===== config.mk =====
export PLATFORM = sky130hd
export DESIGN_NAME = crtc_timing_gen
export DESIGN_NICKNAME = d
export VERILOG_FILES = /design/src/rtl/crtc_pkg.sv /design/src/rtl/crtc_reg_decode.sv /design/src/rtl/crtc_axis_counter.sv /design/src/rtl/crtc_window.sv /design/src/rtl/crtc_timing_gen.sv
export SDC_FILE = /design/constraint.sdc
export NUM_CORES = 1
export LEC_CHECK = 0
export CAP_MARGIN = 10
export CORE_ASPECT_RATIO = 1.75
export CORE_UTILIZATION = 60
export CTS_CLUSTER_DIAMETER = 30
export DETAILED_ROUTE_END_ITERATION = 8
export DONT_BUFFER_PORTS = 1
export GPL_TIMING_DRIVEN = 0
export HOLD_SLACK_MARGIN = 0.08
export PLACE_DENSITY = 0.81
export SLEW_MARGIN = 20
export SYNTH_ARGS = -nofsm -noshare
export SYNTH_HDL_FRONTEND = slang
export SYNTH_SLANG_ARGS = --single-unit

===== constraint.sdc =====
create_clock -name clk_i -period 3.3 [get_ports clk_i]
set_input_delay 0.66 -clock clk_i [delete_from_list [all_inputs] [get_ports clk_i]]
set_output_delay 0.66 -clock clk_i [all_outputs]
set_load 0.05 [all_outputs]

===== src/rtl/crtc_pkg.sv =====
package crtc_pkg;
  localparam int REG_W = 8;
  localparam int H_CW  = REG_W + 1;  // total + 5 needs one more bit
  localparam int V_LW  = REG_W + 2;  // 10-bit vertical line numbers
  localparam int V_CW  = REG_W + 3;  // total + 2 needs one more bit

  typedef struct packed {
    logic [H_CW-1:0]  h_total;
    logic [REG_W-1:0] h_de_last;
    logic [REG_W-1:0] h_ss;
    logic [REG_W-1:0] h_se;
    logic [V_CW-1:0]  v_total;
    logic [V_LW-1:0]  v_de_last;
  } crtc_timing_t;
endpackage


===== src/rtl/crtc_reg_decode.sv =====
module crtc_reg_decode
  import crtc_pkg::*;
(
  input  logic [REG_W-1:0] h_total_i,
  input  logic [REG_W-1:0] h_disp_end_i,
  input  logic [REG_W-1:0] h_sync_start_i,
  input  logic [REG_W-1:0] h_sync_end_i,
  input  logic [REG_W-1:0] v_total_i,
  input  logic [REG_W-1:0] v_disp_end_i,
  input  logic [REG_W-1:0] overflow_i,
  output crtc_timing_t     tim_o
);
  always_comb begin
    tim_o.h_total   = H_CW'(h_total_i) + H_CW'(5);
    tim_o.h_de_last = h_disp_end_i;
    tim_o.h_ss      = h_sync_start_i - REG_W'(1);
    tim_o.h_se      = h_sync_end_i - REG_W'(1);
    tim_o.v_total   = V_CW'({overflow_i[5], overflow_i[0], v_total_i}) + V_CW'(2);
    tim_o.v_de_last = {overflow_i[6], overflow_i[1], v_disp_end_i};
  end
endmodule


===== src/rtl/crtc_axis_counter.sv =====
module crtc_axis_counter #(
  parameter int W = 9
) (
  input  logic         clk_i,
  input  logic         rst_ni,
  input  logic         adv_i,
  input  logic [W-1:0] total_i,
  output logic [W-1:0] cnt_o,
  output logic         wrap_o
);
  // >= keeps the counter bounded if total shrinks under it
  assign wrap_o = (cnt_o >= total_i - W'(1));

  always_ff @(posedge clk_i or negedge rst_ni) begin
    if (!rst_ni)     cnt_o <= '0;
    else if (adv_i)  cnt_o <= wrap_o ? '0 : cnt_o + W'(1);
  end

  AST_CNT_STEP: assert property (@(posedge clk_i) disable iff (!rst_ni)
    (adv_i && !wrap_o) |=> (cnt_o == $past(cnt_o) + W'(1)));
  AST_CNT_HOLD: assert property (@(posedge clk_i) disable iff (!rst_ni)
    !adv_i |=> $stable(cnt_o));
  AST_CNT_IN_RANGE: assert property (@(posedge clk_i) disable iff (!rst_ni)
    (adv_i && cnt_o < total_i) |=> (cnt_o < $past(total_i)));
endmodule


===== src/rtl/crtc_window.sv =====
module crtc_window #(
  parameter int W = 8
) (
  input  logic [W-1:0] pos_i,
  input  logic [W-1:0] start_i,
  input  logic [W-1:0] end_i,
  output logic         in_o
);
  assign in_o = (pos_i >= start_i) && (pos_i < end_i);
endmodule


===== src/rtl/crtc_timing_gen.sv =====
module crtc_timing_gen
  import crtc_pkg::*;
(
  input  logic             clk_i,
  input  logic             rst_ni,
  input  logic [REG_W-1:0] h_total_i,
  input  logic [REG_W-1:0] h_disp_end_i,
  input  logic [REG_W-1:0] h_sync_start_i,
  input  logic [REG_W-1:0] h_sync_end_i,
  input  logic [REG_W-1:0] v_total_i,
  input  logic [REG_W-1:0] v_disp_end_i,
  input  logic [REG_W-1:0] overflow_i,
  input  logic [V_LW-1:0]  v_sync_start_i,
  input  logic [V_LW-1:0]  v_sync_end_i,
  output logic             hsync_o,
  output logic             vsync_o,
  output logic             de_o,
  output logic             line_start_o,
  output logic             frame_start_o
);
  crtc_timing_t    tim;
  logic [H_CW-1:0] h_cnt;
  logic [V_CW-1:0] v_cnt;
  logic            h_wrap, v_wrap;

  crtc_reg_decode u_dec (
    .h_total_i, .h_disp_end_i, .h_sync_start_i, .h_sync_end_i,
    .v_total_i, .v_disp_end_i, .overflow_i, .tim_o(tim)
  );

  crtc_axis_counter #(.W(H_CW)) u_hcnt (
    .clk_i, .rst_ni, .adv_i(1'b1), .total_i(tim.h_total),
    .cnt_o(h_cnt), .wrap_o(h_wrap)
  );

  crtc_axis_counter #(.W(V_CW)) u_vcnt (
    .clk_i, .rst_ni, .adv_i(h_wrap), .total_i(tim.v_total),
    .cnt_o(v_cnt), .wrap_o(v_wrap)
  );

  crtc_window #(.W(H_CW)) u_hs (
    .pos_i(h_cnt), .start_i(H_CW'(tim.h_ss)), .end_i(H_CW'(tim.h_se)),
    .in_o(hsync_o)
  );

  crtc_window #(.W(V_CW)) u_vs (
    .pos_i(v_cnt), .start_i(V_CW'(v_sync_start_i)), .end_i(V_CW'(v_sync_end_i)),
    .in_o(vsync_o)
  );

  assign de_o          = (h_cnt <= H_CW'(tim.h_de_last)) && (v_cnt <= V_CW'(tim.v_de_last));
  assign line_start_o  = (h_cnt == '0);
  assign frame_start_o = line_start_o && (v_cnt == '0);

  AST_FRAME_IN_LINE: assert property (@(posedge clk_i) disable iff (!rst_ni)
    frame_start_o |-> line_start_o);
  AST_LINE_PULSE: assert property (@(posedge clk_i) disable iff (!rst_ni)
    line_start_o |=> !line_start_o);
  AST_FRAME_PULSE: assert property (@(posedge clk_i) disable iff (!rst_ni)
    frame_start_o |=> !frame_start_o);
  AST_VWRAP_AT_LINE_END: assert property (@(posedge clk_i) disable iff (!rst_ni)
    (v_wrap && h_wrap) |=> frame_start_o);
endmodule


Word level (Yosys, flattened, before mapping)
Cells that the tools add are included.
{ "word_totals": {"output_inout_bits": 5, "inputBits": 78, "elab_cells": 26, "ff_bits": 20} }
{ "classes": {"n_addsub": 8, "order_cmp": 8, "n_reduce_logical": 6, "muxes": 2} }
{ "op_table": {"columns": ["op", "count"], "rows": [
  ["subtractor 8 x 1 -> 8 bit, second input constant", 2],
  ["adder 10 x 2 -> 11 bit, second input constant", 1],
  ["adder 11 x 1 -> 11 bit, second input constant", 1],
  [">= comparator 11 x 10 -> 1 bit", 1],
  [">= comparator 11 bit", 1],
  ["less-or-equal comparator 11 x 10 -> 1 bit", 1],
  ["logical NOT 11 bit", 1],
  ["< comparator 11 x 10 -> 1 bit", 1],
  ["2-to-1 mux 11 bit", 1],
  ["subtractor 11 x 1 -> 11 bit, second input constant", 1],
  ["adder 8 x 3 -> 9 bit, second input constant", 1],
  ["adder 9 x 1 -> 9 bit, second input constant", 1],
  [">= comparator 9 x 8 -> 1 bit", 1],
  [">= comparator 9 bit", 1],
  ["less-or-equal comparator 9 x 8 -> 1 bit", 1],
  ["logical NOT 9 bit", 1],
  ["< comparator 9 x 8 -> 1 bit", 1],
  ["2-to-1 mux 9 bit", 1],
  ["subtractor 9 x 1 -> 9 bit, second input constant", 1],
  ["logical AND 1 bit", 4]
]} }

Depth between registers and ports, before layout
{ "logic_depth": {"depth_word": 4, "ltp_mapped": 12, "depth_no_buf": 11} }

Cells and area by module
Synthesis repeated with hierarchy kept, for this count alone.
{ "hier_totals": {"cells_unflattened": 493, "area_unflattened_um2": 3965.1} }
{ "modules_own_cells": {"columns": ["mod", "area_each_um2", "cells_each", "seq_area_each_um2", "n_inst"], "rows": [
  ["crtc_axis_counter (u_vcnt)", 999.7, 102, 275.3, 1],
  ["crtc_axis_counter (u_hcnt)", 798.3, 92, 225.2, 1],
  ["crtc_reg_decode", 646.9, 94, 0.0, 1],
  ["crtc_timing_gen", 536.8, 73, 0.0, 1],
  ["crtc_window (u_vs)", 536.8, 74, 0.0, 1],
  ["crtc_window (u_hs)", 446.7, 58, 0.0, 1]
]} }

Least setup slack after synthesis
OpenSTA, ideal clock, no wires.
{ "synth_path": {"path_kind": "input port to output port", "startpoint": "input port h_sync_end_i[5]", "endpoint": "output port hsync_o", "stages": 8, "path_slack_ps": -270, "t_required_ps": 2640, "n_path_buf": 0, "t_arrival_ps": 2910, "cell_sequence": "or4_1 -> nor2_1 -> xnor2_1 -> ha_1 -> a21o_1 -> a211oi_1 -> o21ai_0 -> a21oi_1"} }
{ "synth_via": {"elab_chain_len": 3} }
{ "synth_rtl": {"columns": ["item", "line_no", "source"], "rows": [
  ["from (decl)", "crtc_timing_gen.sv:9", "input logic [REG_W-1:0] h_sync_end_i,"],
  ["subtractor 8 x 1 -> 8 bit", "crtc_reg_decode.sv:17", "tim_o.h_se = h_sync_end_i - REG_W'(1);"],
  ["< comparator 9 x 8 -> 1 bit", "crtc_window.sv:9", "assign in_o = (pos_i >= start_i) && (pos_i < end_i);"],
  ["logical AND 1 bit", "crtc_window.sv:9", null],
  ["to (decl)", "crtc_timing_gen.sv:15", "output logic hsync_o,"]
]} }
No other way between the ends.

Final worst setup path
Same ends and word-level chain as after synthesis.

==> reports/metrics.csv <==
metric,value,unit
power,1.516,mW
vias_per_cell,6.307,
place_ws,-123.5,ps
dpl.cell_count,437,
final.setup.tns,0,ps
netlist_instances,382,
ys_top_cells_by_area,"ha_1, dfrtp_1, inv_1, xnor2_1, xor2_1",
period_needed,3225,ps
clkLatencyLatePin,250,ps
rr_worst_depth,8,
synth.most_common_cell,ha_1,
die_x,57.43,um
initial_core_util,61.90,%
slew_violations,0,
gp_congestion,0.8792,
ys_seq_area_share,15.52,%
synth_top_area_cell,ha_1,
cts-root-buf,clkbuf_8,
tightest_slew,627.7,ps
fp.coreArea,0.005211,mm^2
synth_common_cells,"ha_1, inv_1, nor2_1",
initialDrtViolationCount,93,
worstSetupStartpointType,primary input,
dr.pass1.iters,6,
wire_per_inst,15.52,um
antenna_found_initial,0,
fin_hold_ws,99.08,ps
crit_required,2640,ps
post-route-drc-count,4,
finish.instance_area,0.003368,mm^2
hold_viol,0,
postCtsSetupBuffers,0,
seq_area,500.5,um^2
num_vias,2775,
ir_drop,0.0002707,V
grt_overflow_total,0,
fin_skew,2.327,ps
ys_seq_elements,20,
cts_buffers,3,
path_class,in2out,
cp_max_fo,2,
synth_nets,540,
r2r-end,u_vcnt.cnt_o[0],
cts_max_level,1,
fin_ws,75.24,ps
drive_gt1_share,7.273,%
r2r-start,u_hcnt.cnt_o[0],
place_area,0.003298,mm^2
grt_pass1_wl,11.11,mm
outcome,"finished, violations left",
cap_viol_max_count,0,
reg2reg_setup_slack,960,ps
async_flop_share,100.0,%
violations,design-rule violations,
setup_viol,0,
fmax,0.3101,GHz
grt_pass1_vias,2787,
fin_crit_sh,97.72,%
slew_headroom,58.18,%
cts.sinks,20,
final_core_util,64.63,%
endpoint_kind,output pin,
dpl.hpwl,5.768,mm
cts_buffer_depth,2,
grt_usage,24.61,%
die_area,0.005685,mm^2
syn_avg_cell_area,8.444,um^2
yosys_warnings,0,
ant_nets,0,
cts_tree,yes,
synth_edf_count,0,
synth_cell_type_count,50,
hold_class,in2async,
arrival,2560,ps
fin_nets,545,
grt_max_degree,21,
rsz0062_at_grt,no,
antennaDiodeCount,0,
pin_count,83,
p_per_area,450.2,mW/mm^2
p_leak,1.779,nW
port_buffers,0,
syn_to_final_growth,4.422,%
synth_top_area_share,31.03,%
netlist_area,0.003226,mm^2
clk_pin_slew_worst_paths,70,ps
rows,35,
wirelength,6.829,mm
fillers,486,
multi_input_area,0.002554,mm^2
synth_flop_cell,dfrtp_1,
die_h,99.00,um
final_cells,440,
==> worst max-delay path by stage <==
stage	to	cells past startpoint	slack (ps)	from
CTS	hsync_o	7	-30	h_sync_end_i[5]
finish	hsync_o	8	80	h_sync_end_i[5]
global route	hsync_o	8	4	h_sync_end_i[5]
detailed placement	hsync_o	7	-120	h_sync_end_i[5]
global placement	hsync_o	8	-90	h_sync_end_i[5]
floorplan	hsync_o	8	20	h_sync_end_i[5]
==> flip-flops by register name, summed over array words and instances, names as in the netlist <==
register      cells
u_vcnt.cnt_o     11
u_hcnt.cnt_o      9
==> critical path, stage by stage <==
cell and delay [ps]:
or4_4 530, nor2_2 140, xnor2_1 130, ha_1 270, a21o_1 170, a211oi_2 200, o21ai_1 130, a21oi_4 340
==> where the power goes <==
group / switching, mW / total, mW / internal [mW]
logic: 0.458 / 0.884 / 0.426
registers: 0.172 / 0.480 / 0.308
clock network: 0.0718 / 0.153 / 0.0810
==> layout make-up <==
cell class | count | area share, %
plain buffers | 2 | 0.4829
clock buffers | 3 | 1.226
inverters | 50 | 5.572
multi-input cells | 310 | 75.82
flip-flops and latches | 20 | 14.86
well taps | 55 | 2.043
==> placed cells by master (no fill, tap or decap), drive strengths merged, types with 3 or more instances in the layout <==
| master | Yosys | routed |
|---|---|---|
| and4b | 3 | 3 |
| and3 | 8 | 8 |
| dfrtp | 20 | 20 |
| nor4 | 5 | 5 |
| a211oi | 6 | 6 |
| a21oi | 18 | 18 |
| nor2b | 7 | 7 |
| xnor2 | 18 | 18 |
| inv | 50 | 50 |
| nor3 | 7 | 7 |
| ha | 80 | 80 |
| nand2b | 7 | 7 |
| a22o | 8 | 8 |
| o21ai | 23 | 23 |
| clkbuf | 0 | 3 |
| a21o | 12 | 12 |
| nand3 | 21 | 21 |
| a31oi | 3 | 3 |
| o21a | 3 | 3 |
| nor2 | 27 | 27 |
| nand2 | 17 | 17 |
| nand4 | 4 | 4 |
| xor2 | 13 | 13 |
| a2111oi | 3 | 3 |
==> layer usage <==
layer | GRT usage [%] | vias to the layer above | share of wire, % | wire length (um)
met3 | 2.756 | 13 | 4.1 | 282
met1 | 22.29 | 1304 | 36 | 2440
met4 | 9.193 | 0 | 2.4 | 161
met2 | 51.70 | 84 | 58 | 3944
met5 | 0 | - | 0 | 0
li1 | - | 1374 | - | -
==> logic make-up after synthesis <==
| group | Yosys count | synth area share, % |
|---|---|---|
| adders and majority gates | 80 | 31.03 |
| buffers and inverters | 52 | 6.323 |
| AOI/OAI and AO/OA | 85 | 19.59 |
| and+or+nand+nor | 113 | 18.66 |
| xor gates and xnor gates | 31 | 8.417 |
| muxes | 1 | 0.4653 |
| DFF | 20 | 15.52 |
==> repair_timing <==
| item | in CTS | in global routing |
|---|---|---|
| gates cloned | 0 | 0 |
| resized for setup | 2 | 5 |
| pin swaps | 0 | 1 |
| hold buffers | 0 | 0 |
| setup endpoints to repair | 2 | 1 |
Power figures use the tool's default switching activity.
